==> src/rtl/scsi_seq_pkg.sv <==
package scsi_seq_pkg;
  typedef enum logic [2:0] {
    ST_IDLE,
    ST_FREE_WAIT,
    ST_ARB_START,
    ST_ARB_END,
    ST_SEL_END
  } seq_state_t;

  localparam logic [3:0] OP_ARBITRATE = 4'h1;
  localparam logic [3:0] OP_SELECT    = 4'h2;
endpackage

==> src/rtl/scsi_seq_timer.sv <==
module scsi_seq_timer #(
  parameter int CW = 8
) (
  input  logic          clk,
  input  logic          rst,
  input  logic          load,
  input  logic [CW-1:0] load_val,
  output logic          expired
);
  logic [CW-1:0] cnt_q;

  always_ff @(posedge clk) begin
    if (rst)                cnt_q <= '0;
    else if (load)          cnt_q <= load_val;
    else if (cnt_q != '0)   cnt_q <= cnt_q - 1'b1;
  end

  assign expired = (cnt_q == '0);
endmodule

==> src/rtl/scsi_arb_judge.sv <==
module scsi_arb_judge #(
  parameter int ID_W = 3,
  localparam int NL  = 1 << ID_W
) (
  input  logic [NL-1:0]   data_in,
  input  logic            sel_in,
  input  logic [ID_W-1:0] own_id,
  output logic            won
);
  logic [NL-1:0] above;

  generate
    for (genvar g = 0; g < NL; g++) begin : g_above
      assign above[g] = data_in[g] && (g > int'(own_id));
    end
  endgenerate

  assign won = !sel_in && (above == '0);
endmodule

==> src/rtl/scsi_arbsel_seq.sv <==
module scsi_arbsel_seq
  import scsi_seq_pkg::*;
#(
  parameter int ID_W     = 3,
  parameter int T_SETTLE = 1,
  parameter int T_FREE   = 20,
  parameter int T_ARB    = 60,
  parameter int T_CLEAR  = 20,
  parameter int T_SEL    = 5000,
  localparam int NL      = 1 << ID_W
) (
  input  logic            clk,
  input  logic            rst,
  input  logic            cmd_valid,
  input  logic [3:0]      cmd_op,
  input  logic            cmd_atn,
  input  logic [ID_W-1:0] src_id,
  input  logic [ID_W-1:0] dst_id,
  input  logic            bus_bsy_in,
  input  logic            bus_sel_in,
  input  logic [NL-1:0]   bus_data_in,
  output logic            bus_bsy_out,
  output logic            bus_sel_out,
  output logic            bus_atn_out,
  output logic [NL-1:0]   bus_data_out,
  output logic            busy,
  output logic            cmd_done,
  output logic            arb_lost,
  output logic            sel_timeout,
  output logic            exc_irq
);
  localparam int T_FS  = T_FREE + T_SETTLE;
  localparam int M1    = (T_FS > T_ARB) ? T_FS : T_ARB;
  localparam int M2    = (T_CLEAR > T_SEL) ? T_CLEAR : T_SEL;
  localparam int T_MAX = (M1 > M2) ? M1 : M2;
  localparam int CW    = $clog2(T_MAX + 1);

  localparam logic [CW-1:0] LD_FREE  = CW'(T_FREE - 1);
  localparam logic [CW-1:0] LD_FS    = CW'(T_FS - 1);
  localparam logic [CW-1:0] LD_ARB   = CW'(T_ARB - 1);
  localparam logic [CW-1:0] LD_CLEAR = CW'(T_CLEAR - 1);
  localparam logic [CW-1:0] LD_SEL   = CW'(T_SEL - 1);

  initial begin
    assert (T_FREE >= 1 && T_ARB >= 1 && T_CLEAR >= 1 && T_SEL >= 1 && T_SETTLE >= 0)
      else $error("delay parameters must be at least one cycle");
  end

  seq_state_t      state_q, state_n;
  logic            bsy_n, sel_n, atn_n, done_n, lost_n, to_n, irq_n;
  logic [NL-1:0]   data_n;
  logic            tmr_load, tmr_exp, arb_won, bus_free;
  logic [CW-1:0]   tmr_val;

  scsi_seq_timer #(.CW(CW)) u_timer (
    .clk      (clk),
    .rst      (rst),
    .load     (tmr_load),
    .load_val (tmr_val),
    .expired  (tmr_exp)
  );

  scsi_arb_judge #(.ID_W(ID_W)) u_judge (
    .data_in (bus_data_in),
    .sel_in  (bus_sel_in),
    .own_id  (src_id),
    .won     (arb_won)
  );

  function automatic logic [NL-1:0] id_bit(input logic [ID_W-1:0] id);
    return NL'(1) << id;
  endfunction

  assign bus_free = !bus_bsy_in && !bus_sel_in;

  always_comb begin
    state_n  = state_q;
    bsy_n    = bus_bsy_out;
    sel_n    = bus_sel_out;
    atn_n    = bus_atn_out;
    data_n   = bus_data_out;
    done_n   = cmd_done;
    lost_n   = arb_lost;
    to_n     = sel_timeout;
    irq_n    = exc_irq;
    tmr_load = 1'b0;
    tmr_val  = '0;
    unique case (state_q)
      ST_IDLE: begin
        if (cmd_valid) begin
          done_n = 1'b0;
          lost_n = 1'b0;
          to_n   = 1'b0;
          irq_n  = 1'b0;
          if (cmd_op == OP_ARBITRATE) begin
            {bsy_n, sel_n, atn_n} = 3'b000;
            data_n   = '0;
            state_n  = ST_FREE_WAIT;
            tmr_load = 1'b1;
            tmr_val  = LD_FREE;
          end else if (cmd_op == OP_SELECT) begin
            data_n   = id_bit(dst_id) | id_bit(src_id);
            sel_n    = 1'b1;
            bsy_n    = 1'b0;
            atn_n    = cmd_atn;
            state_n  = ST_SEL_END;
            tmr_load = 1'b1;
            tmr_val  = LD_SEL;
          end else begin
            done_n = 1'b1;
          end
        end
      end
      ST_FREE_WAIT: begin
        if (tmr_exp) begin
          tmr_load = 1'b1;
          if (bus_free) begin
            state_n = ST_ARB_START;
            tmr_val = LD_FS;
          end else begin
            tmr_val = LD_FREE;
          end
        end
      end
      ST_ARB_START: begin
        if (tmr_exp) begin
          tmr_load = 1'b1;
          if (bus_free) begin
            bsy_n   = 1'b1;
            data_n  = id_bit(src_id);
            state_n = ST_ARB_END;
            tmr_val = LD_ARB;
          end else begin
            {bsy_n, sel_n, atn_n} = 3'b000;
            data_n  = '0;
            state_n = ST_FREE_WAIT;
            tmr_val = LD_CLEAR;
          end
        end
      end
      ST_ARB_END: begin
        if (tmr_exp) begin
          done_n  = 1'b1;
          state_n = ST_IDLE;
          if (arb_won) begin
            sel_n = 1'b1;
          end else begin
            {bsy_n, sel_n, atn_n} = 3'b000;
            data_n = '0;
            lost_n = 1'b1;
            irq_n  = 1'b1;
          end
        end
      end
      ST_SEL_END: begin
        if (tmr_exp) begin
          done_n  = 1'b1;
          state_n = ST_IDLE;
          if (bus_bsy_in) begin
            sel_n  = 1'b0;
            data_n = '0;
          end else begin
            {bsy_n, sel_n, atn_n} = 3'b000;
            data_n = '0;
            to_n   = 1'b1;
            irq_n  = 1'b1;
          end
        end
      end
      default: state_n = ST_IDLE;
    endcase
  end

  always_ff @(posedge clk) begin
    if (rst) begin
      state_q      <= ST_IDLE;
      bus_bsy_out  <= 1'b0;
      bus_sel_out  <= 1'b0;
      bus_atn_out  <= 1'b0;
      bus_data_out <= '0;
      busy         <= 1'b0;
      cmd_done     <= 1'b0;
      arb_lost     <= 1'b0;
      sel_timeout  <= 1'b0;
      exc_irq      <= 1'b0;
    end else begin
      state_q      <= state_n;
      bus_bsy_out  <= bsy_n;
      bus_sel_out  <= sel_n;
      bus_atn_out  <= atn_n;
      bus_data_out <= data_n;
      busy         <= (state_n != ST_IDLE);
      cmd_done     <= done_n;
      arb_lost     <= lost_n;
      sel_timeout  <= to_n;
      exc_irq      <= irq_n;
    end
  end

  assert_done_not_busy_R5: assert property (@(posedge clk) disable iff (rst)
    $rose(cmd_done) |-> !busy);

  assert_ignore_while_busy_R9: assert property (@(posedge clk) disable iff (rst)
    (busy && cmd_valid && !tmr_exp) |=> ($stable(bus_data_out) && $stable(bus_atn_out)));

  assert_lost_releases_R6: assert property (@(posedge clk) disable iff (rst)
    $rose(arb_lost) |-> (!bus_bsy_out && !bus_sel_out && !bus_atn_out && bus_data_out == '0));

  assert_timeout_releases_R8: assert property (@(posedge clk) disable iff (rst)
    $rose(sel_timeout) |-> (!bus_sel_out && !bus_atn_out && bus_data_out == '0));

  assert_one_id_in_arb_R4: assert property (@(posedge clk) disable iff (rst)
    (state_q == ST_ARB_END) |-> (bus_bsy_out && $countones(bus_data_out) == 1));

  assert_flags_exclusive_R6: assert property (@(posedge clk) disable iff (rst)
    !(arb_lost && sel_timeout));

  assert_irq_has_cause_R8: assert property (@(posedge clk) disable iff (rst)
    exc_irq |-> (arb_lost || sel_timeout));
endmodule

==> config.mk <==
export PLATFORM = sky130hd
export DESIGN_NAME = scsi_arbsel_seq
export DESIGN_NICKNAME = d
export VERILOG_FILES = /design/src/rtl/scsi_seq_pkg.sv /design/src/rtl/scsi_seq_timer.sv /design/src/rtl/scsi_arb_judge.sv /design/src/rtl/scsi_arbsel_seq.sv
export SDC_FILE = /design/constraint.sdc
export NUM_CORES = 1
export LEC_CHECK = 0
export BUFFER_PORTS_ARGS = -buffer_cell sky130_fd_sc_hd__buf_2
export CORE_MARGIN = 3
export CORE_UTILIZATION = 60
export CTS_CLUSTER_DIAMETER = 120
export DETAILED_ROUTE_END_ITERATION = 8
export PLACE_DENSITY = 0.87
export SYNTH_ARGS = -nofsm -noshare
export SYNTH_HDL_FRONTEND = slang
export SYNTH_HIERARCHICAL = 1
export SYNTH_SLANG_ARGS = --single-unit
==> constraint.sdc <==
create_clock -name clk -period 9.28 [get_ports clk]
set_input_delay 2.32 -clock clk [delete_from_list [all_inputs] [get_ports clk]]
set_output_delay 2.32 -clock clk [all_outputs]
set_load 0.03 [all_outputs]
==> flow_summary_export.csv <==
group,metric,value,unit
outcome,status,"complete, no violations",
yosys,synth-main-ff-cell,"dfxtp_1",
die,core_area,3416,um2
sta,rsz0062_at_grt,"no",
cts,cts.clk_slew.worst_paths,100,ps
finish,area.growth.synth_to_final,10.64,%
sta,period_needed,4274,ps
power_and_ir_drop,ir_drop,125.6,uV
min_path,worstHoldPathType,"reg -> reg",
worst_setup_path,cp.arrival,4470,ps
yosys,synthCells,271,
detailed_routing,vias,2155,
finish,design_area,2406,um2
detailed_routing,wl_met2,2309,um
worst_setup_path,start_kind,"input port",
yosys,yosys.area.top_type_share,0.2946,
yosys,synth-seq-cells,32,
die,start_util,0.6366,
grt,antenna_found_initial,0,
detailed_routing,postRouteAntennaNets,0,
cts,cts_setup_buffers,0,
detailed_routing,highest_layer,"met4",
finish,largestRegisters,"u_timer/cnt_q: 13 flops, bus_data_out: 8 flops, state_q: 3 flops",
placement,gp_congestion,0.8781,
yosys,synth_most_common_cell,"dfxtp_1",
grt,grt_max_degree,33,
sta,clock_skew,5.719,ps
sta,worst_slew_pin_slew,720.9,ps
cts,hold_buffers,0,
finish,regMostFlops,"u_timer/cnt_q",
detailed_routing,drc_errors,0,
sta,setup_ws,5006,ps
cts,cts_sinks,32,
yosys,yosys.area.top_type,"dfxtp_1",
yosys,ys_seq_area_frac,0.2946,
detailed_routing,wl,5103,um
placement,dp_slack,4723,ps
grt,grt_pass1_vias,1924,
placement,placed_cell_area,2341,um2
worst_setup_path,crit_required,9480,ps
sta,max_slew_margin,0.5181,
sta,finalCritPeriodShare,0.4605,
grt,grt_pass1_wl,8700,um
power_and_ir_drop,power_density,225.9,nW/um2
cts,root_buffer,"clkbuf_4",
cts,tritoncts,"built",
cts,cts_resized,0,
worst_setup_path,end_kind,"flip-flop",
finish,layoutNonFillerInstCount,348,
die,pin_count,40,
die,num_rows,21,
die,fp.dieArea,4382,um2
yosys,synthesis.area,2175,um2
yosys,synth-edff-count,0,
detailed_routing,met3_length,391,um
run,max-cap-violations,0,
cts,cts_inserted_buffers,5,
detailed_routing,m1WireLength,2308,um
power_and_ir_drop,p_leak,0.9673,nW
placement,detailed_place_hpwl,3550,um
die,die_h,66.20,um
grt,grtUsageTotal,0.2486,
grt,overflow,0,
finish,diodes,0,
sta,hold_viol_final,0,
sta,finalMaxSlewViolations,0,
cts,clk_latency,330,ps
detailed_routing,viasPerCell,6.193,
detailed_routing,drt_pass1_iterations,4,
die,fp.dieW,66.20,um
sta,tns,0,ps
placement,placed_cells,341,
finish,nNetsFinal,328,
cts,clk_path_buf_depth,2,
sta,finalSetupViolations,0,
finish,drive_gt1_frac,0.2318,
yosys,avgSynthCellArea,8.024,um2
placement,port_buffers,38,
detailed_routing,drtIter0Drc,283,
worst_setup_path,crit_fanout,20,
detailed_routing,post_drt_wl_per_cell,14.66,um
yosys,yosysWarnings,6,
yosys,synth.distinct_cells,69,
cts,cts_max_level,2,
sta,max_freq,234.0,MHz
finish,largest_reg_flops,13,
yosys,synth-async-reset-ratio,0,
yosys,synthTopCellsByArea,"dfxtp_1 29%, nand2_1 4.3%, nor2_1 4.0%",
worst_setup_path,crit_type,"in -> reg",
yosys,ys_top_cells_by_count,"32 x dfxtp_1, 25 x nand2_1, 23 x nor2_1, 17 x a21oi_1, 12 x inv_1",
==> metal layers <==
metal	up-vias	GRT usage
met4	0	0.09137
met1	969	0.3361
met2	111	0.3916
met5	-	0
met3	13	0.04422
li1	1062	-
==> final cells by class <==
type	instances	area, um2
multi-input combinational	212	1400
clock buffer	7	65.06
inverter	12	45.04
timing repair buffer	39	197.7
sequential	32	640.6
tap	46	57.56
fill	293	1010
==> through the flow <==
stage	hold slack, ps	util	total power, W
after floorplan	483.2	-	0.0003967
after global placement	450.7	0.6853	0.0004448
after detailed placement	455.8	0.6853	0.0004495
after CTS	474.0	0.7044	0.0005423
after global routing	497.7	0.7044	0.0005840
final	471.0	0.7044	0.0005435
==> path summary, 6_finish.rpt <==
kind                         start               end  slack [ps]  cells past startpoint
hold reg to reg    bus_data_out[6]   bus_data_out[6]         470                      2
setup reg to reg  u_timer/cnt_q[0]  u_timer/cnt_q[9]        5970                     12
hold / removal     bus_data_out[6]   bus_data_out[6]         470                      2
setup / recovery         cmd_valid  u_timer/cnt_q[9]        5010                      8
==> logic make-up after synthesis <==
kind of cell / share of synthesized area
buffers and inverters: 0.06904
flip-flops: 0.2946
XOR/XNOR: 0.02417
AO/OA/AOI/OAI: 0.2670
other: 0.001724
adder cells (fa/ha/maj): 0.01151
AND/OR/NAND/NOR: 0.3176
multiplexers: 0.01438
==> report_power, final <==
part	switching (W)	total [W]	leakage, nW	internal, W
sequential	0.0000276	0.000194	0.261	0.000166
clock	0.0000488	0.0000918	0.0374	0.0000430
combinational	0.000136	0.000258	0.669	0.000122
==> placed cells by master (no fill, tap or decap), types with 3 or more instances in the layout <==
cell and count:
nor2_1 23, a21oi_1 17, nand3_1 3, or4_1 4, inv_1 12, a31o_2 4
o22ai_1 3, clkbuf_4 5, nor4_1 7, buf_2 38, nand2_1 25, o31a_1 3
a211oi_1 7, or2_2 4, xnor2_1 5, conb_1 3, a31oi_1 5, nand2b_1 6
nor3b_1 4, or3_1 10, nor2b_1 4, nor3_1 11, o21ai_0 10, o31ai_1 3
dfxtp_1 32
==> worst max-delay path, cell delays in order <==
cell and delay [ps]:
buf_2 120, nand2b_1 80, nor3_1 490, nand4b_1 360, nand3_1 620, inv_1 210
o311ai_0 150, a31oi_1 120
(Power assumes the default switching activity.)
